`src/rtl/idata_pkg.sv`:
```
// Shared types for the internal data-space router.
// Assumes one 8-bit-style address space whose top address bit splits
// the lower RAM from the overlaid upper half.
package idata_pkg;
    typedef enum logic [1:0] {
        TGT_NONE   = 2'd0,
        TGT_RAM_LO = 2'd1,
        TGT_RAM_HI = 2'd2,
        TGT_SFR    = 2'd3
    } target_e;
endpackage

```
`src/rtl/idata_route_dec.sv`:
```
// Routing decoder: chooses lower RAM, upper RAM or the register bus for one access.
// Assumes the top address bit marks the overlaid half. In that half the
// addressing mode alone picks the store.
module idata_route_dec
    import idata_pkg::*;
#(
    parameter int ADDR_W = 8
) (
    input  logic              valid,
    input  logic              we,
    input  logic              indirect,
    input  logic [ADDR_W-1:0] addr,
    output logic              ram_re,
    output logic              ram_we,
    output logic              sfr_sel,
    output logic              sfr_we
);
    localparam int TOP_BIT = ADDR_W - 1;

    target_e tgt;

    // Pick the target store from the mode and the half of the address space.
    always_comb begin
        tgt = TGT_NONE;
        if (valid) begin
            if (!addr[TOP_BIT])  tgt = TGT_RAM_LO;
            else if (indirect)   tgt = TGT_RAM_HI;
            else                 tgt = TGT_SFR;
        end
    end

    // Turn the target into per-store strobes.
    always_comb begin
        ram_re  = ((tgt == TGT_RAM_LO) || (tgt == TGT_RAM_HI)) && !we;
        ram_we  = ((tgt == TGT_RAM_LO) || (tgt == TGT_RAM_HI)) && we;
        sfr_sel = (tgt == TGT_SFR);
        sfr_we  = (tgt == TGT_SFR) && we;
    end
endmodule

```
`src/rtl/idata_stack_ctl.sv`:
```
// Stack pointer control: pre-increment push, post-decrement pop, modulo wrap.
// Assumes push and pop together cancel out. Stack accesses are always
// indirect, so the pointer addresses RAM over its whole range.
module idata_stack_ctl #(
    parameter int                ADDR_W   = 8,
    parameter logic [ADDR_W-1:0] SP_RESET = 8'h07
) (
    input  logic              clk,
    input  logic              rst_n,
    input  logic              push,
    input  logic              pop,
    output logic [ADDR_W-1:0] sp,
    output logic              wr_en,
    output logic              rd_en,
    output logic [ADDR_W-1:0] wr_addr,
    output logic [ADDR_W-1:0] rd_addr
);
    localparam logic [ADDR_W-1:0] ONE = ADDR_W'(1);

    // Decode a lone push or a lone pop and the addresses they use.
    always_comb begin
        wr_en   = push && !pop;
        rd_en   = pop && !push;
        wr_addr = sp + ONE;
        rd_addr = sp;
    end

    // Move the pointer; its width gives the modulo wrap.
    always_ff @(posedge clk) begin
        if (!rst_n)     sp <= SP_RESET;
        else if (wr_en) sp <= sp + ONE;
        else if (rd_en) sp <= sp - ONE;
    end
endmodule

```
`src/rtl/idata_ram2p.sv`:
```
// Two-port data RAM with registered reads and read-before-write behaviour.
// Assumes port A wins when both ports write the same byte in one cycle.
// The array itself is not reset.
module idata_ram2p #(
    parameter int ADDR_W = 8,
    parameter int DATA_W = 8
) (
    input  logic              clk,
    input  logic              rst_n,
    input  logic              a_re,
    input  logic              a_we,
    input  logic [ADDR_W-1:0] a_addr,
    input  logic [DATA_W-1:0] a_wdata,
    output logic [DATA_W-1:0] a_q,
    input  logic              b_re,
    input  logic              b_we,
    input  logic [ADDR_W-1:0] b_addr,
    input  logic [DATA_W-1:0] b_wdata,
    output logic [DATA_W-1:0] b_q
);
    localparam int DEPTH = 1 << ADDR_W;

    logic [DATA_W-1:0] mem [DEPTH];

    // Store writes; port A is applied last so it takes priority.
    always_ff @(posedge clk) begin
        if (b_we) mem[b_addr] <= b_wdata;
        if (a_we) mem[a_addr] <= a_wdata;
    end

    // Register port A reads; this returns the value from before any same-edge write.
    always_ff @(posedge clk) begin
        if (!rst_n)    a_q <= '0;
        else if (a_re) a_q <= mem[a_addr];
    end

    // Register port B reads under the same rule.
    always_ff @(posedge clk) begin
        if (!rst_n)    b_q <= '0;
        else if (b_re) b_q <= mem[b_addr];
    end
endmodule

```
`src/rtl/idata_space_router.sv`:
```
// Internal data space top: lower and upper RAM plus a pass-through register bus.
// Assumes the register bus answers in the same cycle. All read results
// appear one cycle after the request. The stack port always acts indirectly.
module idata_space_router #(
    parameter int                ADDR_W   = 8,
    parameter int                DATA_W   = 8,
    parameter logic [ADDR_W-1:0] SP_RESET = 8'h07
) (
    input  logic              clk,
    input  logic              rst_n,
    input  logic              acc_valid,
    input  logic              acc_we,
    input  logic              acc_indirect,
    input  logic [ADDR_W-1:0] acc_addr,
    input  logic [DATA_W-1:0] acc_wdata,
    input  logic              stk_push,
    input  logic              stk_pop,
    input  logic [DATA_W-1:0] stk_wdata,
    output logic              sfr_sel,
    output logic              sfr_we,
    output logic [ADDR_W-1:0] sfr_addr,
    output logic [DATA_W-1:0] sfr_wdata,
    input  logic [DATA_W-1:0] sfr_rdata,
    output logic [DATA_W-1:0] rd_data,
    output logic              rd_valid,
    output logic [DATA_W-1:0] pop_data,
    output logic [ADDR_W-1:0] sp_value
);
    logic              ram_re, ram_we;
    logic              stk_wr_en, stk_rd_en;
    logic [ADDR_W-1:0] stk_wr_addr, stk_rd_addr;
    logic [ADDR_W-1:0] stk_addr;
    logic [DATA_W-1:0] ram_a_q;
    logic              from_sfr_q;
    logic [DATA_W-1:0] sfr_cap_q;

    idata_route_dec #(.ADDR_W(ADDR_W)) u_dec (
        .valid    (acc_valid),
        .we       (acc_we),
        .indirect (acc_indirect),
        .addr     (acc_addr),
        .ram_re   (ram_re),
        .ram_we   (ram_we),
        .sfr_sel  (sfr_sel),
        .sfr_we   (sfr_we)
    );

    idata_stack_ctl #(.ADDR_W(ADDR_W), .SP_RESET(SP_RESET)) u_stk (
        .clk     (clk),
        .rst_n   (rst_n),
        .push    (stk_push),
        .pop     (stk_pop),
        .sp      (sp_value),
        .wr_en   (stk_wr_en),
        .rd_en   (stk_rd_en),
        .wr_addr (stk_wr_addr),
        .rd_addr (stk_rd_addr)
    );

    // Stack port address: the pre-incremented pointer for a push, the pointer itself otherwise.
    always_comb stk_addr = stk_wr_en ? stk_wr_addr : stk_rd_addr;

    idata_ram2p #(.ADDR_W(ADDR_W), .DATA_W(DATA_W)) u_ram (
        .clk     (clk),
        .rst_n   (rst_n),
        .a_re    (ram_re),
        .a_we    (ram_we),
        .a_addr  (acc_addr),
        .a_wdata (acc_wdata),
        .a_q     (ram_a_q),
        .b_re    (stk_rd_en),
        .b_we    (stk_wr_en),
        .b_addr  (stk_addr),
        .b_wdata (stk_wdata),
        .b_q     (pop_data)
    );

    // Pass the request through to the register bus.
    always_comb begin
        sfr_addr  = acc_addr;
        sfr_wdata = acc_wdata;
    end

    // Remember which store answered each read, and capture the register-bus return.
    always_ff @(posedge clk) begin
        if (!rst_n) begin
            rd_valid   <= 1'b0;
            from_sfr_q <= 1'b0;
            sfr_cap_q  <= '0;
        end else begin
            rd_valid <= acc_valid && !acc_we;
            if (acc_valid && !acc_we) from_sfr_q <= sfr_sel;
            if (sfr_sel && !acc_we)   sfr_cap_q  <= sfr_rdata;
        end
    end

    // Choose the read result from RAM or the captured register value.
    always_comb rd_data = from_sfr_q ? sfr_cap_q : ram_a_q;
endmodule

```
`config.mk`:
```
export PLATFORM = sky130hd
export DESIGN_NAME = idata_space_router
export DESIGN_NICKNAME = d
export VERILOG_FILES = /design/src/rtl/idata_pkg.sv /design/src/rtl/idata_route_dec.sv /design/src/rtl/idata_stack_ctl.sv /design/src/rtl/idata_ram2p.sv /design/src/rtl/idata_space_router.sv
export SDC_FILE = /design/constraint.sdc
export NUM_CORES = 2
export LEC_CHECK = 0
export ABC_AREA = 0
export BUFFER_PORTS_ARGS = -buffer_cell sky130_fd_sc_hd__buf_2
export CAP_MARGIN = 20
export CORE_MARGIN = 3
export CORE_UTILIZATION = 50
export DETAILED_ROUTE_END_ITERATION = 8
export PLACE_DENSITY = 0.68
export SLEW_MARGIN = 40
export SYNTH_ARGS = -nofsm -noshare
export SYNTH_HDL_FRONTEND = slang
export SYNTH_SLANG_ARGS = --single-unit
```
`constraint.sdc`:
```
create_clock -name clk -period 10.7 [get_ports clk]
set_input_delay 1.605 -clock clk [delete_from_list [all_inputs] [get_ports clk]]
set_output_delay 1.605 -clock clk [all_outputs]
set_load 0.01 [all_outputs]
```
==> out/results.tsv <==
stage	metric	value	unit
status	status	complete, no violations	
global_route	grt_pass1_wl	689000	um
floorplanning	ios	82	
routing	dr.pass1.iters	6	
logic_synthesis	synth_ff_type	edfxtp_1	
logic_synthesis	synthTopCellsByCount	2062 x mux2_2, 2048 x edfxtp_1, 1137 x mux4_2	
cts	cts_tree	done	
logic_synthesis	synth_top_family_by_area	multiplexers	
place	dp_cells	10500	
pwr	leakagePower	0.0422	uW
global_route	grt-ovfl-total	0	
timing	fmax	0.145	GHz
hold_path	holdCritStartpoint	sfr_cap_q[2]$_SDFFE_PN0P_	
floorplanning	die_area	0.255	mm^2
routing	drtIter0Drc	15700	
worst_setup_path	arrival	7.66	ns
layout	area_delta_synth_final	9.72	%
logic_synthesis	synth_top_area_share	0.495	
layout	n_fill_cell	19200	
logic_synthesis	synth_nets	7909	
cts	cts-buffers-inserted	224	
timing	tightest_slew	0.999	ns
layout	regArea	0.0622	mm^2
global_route	antenna_found_initial	43	
place	globalplace.congestion	1.03	
worst_setup_path	critPathLaunchType	primary input	
logic_synthesis	yosysWarnings	0	
cts	clk_pin_slew_worst_paths	0.07	ns
logic_synthesis	seq_area_frac_synth	0.500	
routing	drt_drc_violations_left	0	
logic_synthesis	muxShareOfSynthArea	0.400	
place	dpl.hpwl	317000	um
place	place_ws	3.18	ns
logic_synthesis	synth_simple_gate_area_frac	0.0313	
cts	clk_path_buf_depth	3	
logic_synthesis	synth_edf_count	2048	
cts	htree_num_levels	4	
logic_synthesis	ys_types	82	
worst_setup_path	crit_start	stk_pop	
timing	rsz0062_at_grt	false	
timing	period_needed	6.87	ns
logic_synthesis	yosys_register_bits	2082	
logic_synthesis	syn-cell-area	0.124	mm^2
pwr	vdd_drop_max	195	uV
logic_synthesis	synthXorXnorAreaFrac	0.00153	
job	maxCapViolCount	0	
hold_path	min_path_type	flop to flop	
timing	skew	0.0704	ns
routing	antenna_left	0	
routing	wire_per_inst	45.7	um
logic_synthesis	synthArstFlopShare	0	
cts	numClockSinks	2082	
worst_setup_path	path_max_fanout	33	
worst_setup_path	cp_slowest_stage_delay	0.85	ns
cts	post_cts_buffers	0	
pwr	power	20800	uW
global_route	grtUsageTotal	0.387	
logic_synthesis	synth_cells	7863	
worst_setup_path	r2r_start	u_stk.rd_addr[0]$_SDFFE_PN1P_	
global_route	grt_start_max_net_pins	141	
floorplanning	start_util	0.504	
timing	timing.final.crit_share	0.642	
timing	finalWorstSetupSlack	3.83	ns
cts	worstSkewPairLatency	0.94	ns
layout	multiInputGateArea	0.0594	mm^2
floorplanning	core-area	0.247	mm^2
routing	drt_wl_total	503000	um
logic_synthesis	syn_avg_cell_area	15.8	um^2
timing	hold_viol	0	
floorplanning	die_y	505	um
timing	worst_hold_slack	0.509	ns
layout	drive_gt1_frac	0.536	
timing	finalMaxSlewViolations	0	
pwr	pwr_density_cell	153	mW/mm^2
worst_setup_path	reg2reg_depth	11	
floorplanning	num_rows	182	
cts	cts_resized	0	
worst_setup_path	path_cells	buf_2 -> inv_1 -> ha_1 -> inv_1 -> ha_4 -> buf_4 -> buf_4 -> mux4_2 -> mux2_2 -> a221oi_1 -> o22a_1 -> o211ai_1 -> a221oi_1 -> a211oi_1	
worst_setup_path	critical_path.top_delay_family	compound AO/OA/AOI/OAI gates	
floorplanning	fp.dieW	505	um
timing	setup_viol	0	
routing	routed_via_density	7.83	
timing	fin_setup_tns	0	ns
place	portBuffers	81	
cts	cts_root_buf	clkbuf_16	
logic_synthesis	synthTopCellsByArea	edfxtp_1 49%, mux4_2 21%, mux2_2 19%	
layout	layout.nets	7514	
hold_path	holdPathStages	2	
routing	via_count	86100	
logic_synthesis	yosysMostFrequentCell	mux2_2	
worst_setup_path	crit_buf_inv	5	
worst_setup_path	slowest_stage	a221oi_1	
global_route	grt_pass1_vias	81700	
logic_synthesis	synth_compound_area_frac	0.0331	
logic_synthesis	yosys.area.top_type	edfxtp_1	
worst_setup_path	required	11.48	ns
cts	hold_buffers	0	
logic_synthesis	synth_fa_ha_area_frac	0.000705	
timing	slew-limit-headroom	0.334	
worst_setup_path	worstSetupPathDepth	14	
worst_setup_path	cp-end-kind	flop	
layout	final_cells	11000	
worst_setup_path	path_class	primary input to flop	
[power by group]
part           total [uW]  switching (uW)  internal [uW]
sequential           9010            36.1           8970
combinational        3800            2370           1420
clock                8020            3540           4490
total               20800            5950          14900
[stage by stage]
step | util | instance area (um^2)
detailed placement | 0.519 | 128000
global placement | 0.516 | 127000
floorplan | - | 124000
CTS | 0.549 | 135000
global route | 0.553 | 136000
finish | 0.553 | 136000
[per-layer routing]
metal | global-route usage | vias up | wire [um]
li1 | - | 31500 | -
met1 | 0.502 | 44700 | 170000
met2 | 0.548 | 8397 | 216000
met3 | 0.147 | 1563 | 80500
met4 | 0.242 | 42 | 36300
met5 | 0.00206 | - | 335
[registers in the layout, indices dropped and copies added (netlist names)]
name	count
sfr_cap_q	8
u_stk.rd_addr	8
u_ram.mem	2048
from_sfr_q	1
rd_valid	1
u_ram.b_q	8
u_ram.a_q	8
[final cells by class]
cell class,instances,area share
sequential,2082,0.456
clock inverter,153,0.0114
antenna,26,0.000477
multi-input combinational,4828,0.435
tap,3312,0.0304
inverter,9,0.000248
clock buffer,261,0.0426
timing repair buffer,323,0.0237
[cells in the final DEF (no fill, tap or decap), types with 46 or more instances in the layout]
| cell type | Yosys | final |
|---|---|---|
| mux2_2 | 2062 | 2062 |
| edfxtp_1 | 2048 | 2048 |
| mux4_2 | 1137 | 1137 |
| nand2_1 | 402 | 357 |
| nor2_1 | 255 | 230 |
| clkbuf_16 | 0 | 227 |
| buf_4 | 71 | 163 |
| o22ai_2 | 0 | 103 |
| a22oi_1 | 96 | 93 |
| nand3_1 | 91 | 88 |
| o22ai_1 | 189 | 86 |
| a21oi_1 | 72 | 68 |
| mux2i_1 | 69 | 68 |
| buf_2 | 168 | 67 |
| clkinv_1 | 0 | 54 |
| o21ai_0 | 114 | 52 |
| clkinv_2 | 0 | 46 |
[path summary, 6_finish.rpt]
check,endpoint,slack (ns)
worst max register to register,u_ram.b_q[4]$_SDFFE_PN0P_,4.52
worst max-delay path,u_ram.b_q[4]$_SDFFE_PN0P_,3.83
worst min register to register,sfr_cap_q[2]$_SDFFE_PN0P_,0.51
worst min-delay path,sfr_cap_q[2]$_SDFFE_PN0P_,0.51
[worst min-delay path: stages, from the launching register on]
cell	delay, ns
dfxtp_1	0.33
mux2i_1	0.07
nor2_1	0.08
[cells by family (layout without fill, tap and decap cells)]
kind of cell / Yosys count / in the layout
other: 0 / 26
buffers and inverters: 953 / 746
XOR/XNOR: 20 / 20
multiplexers: 3275 / 3275
AND/OR/NAND/NOR: 900 / 900
flip-flops: 2082 / 2082
AO/OA/AOI/OAI: 626 / 626
adder cells (fa/ha/maj): 7 / 7
Note: power is estimated with default switching activity, not from simulation.
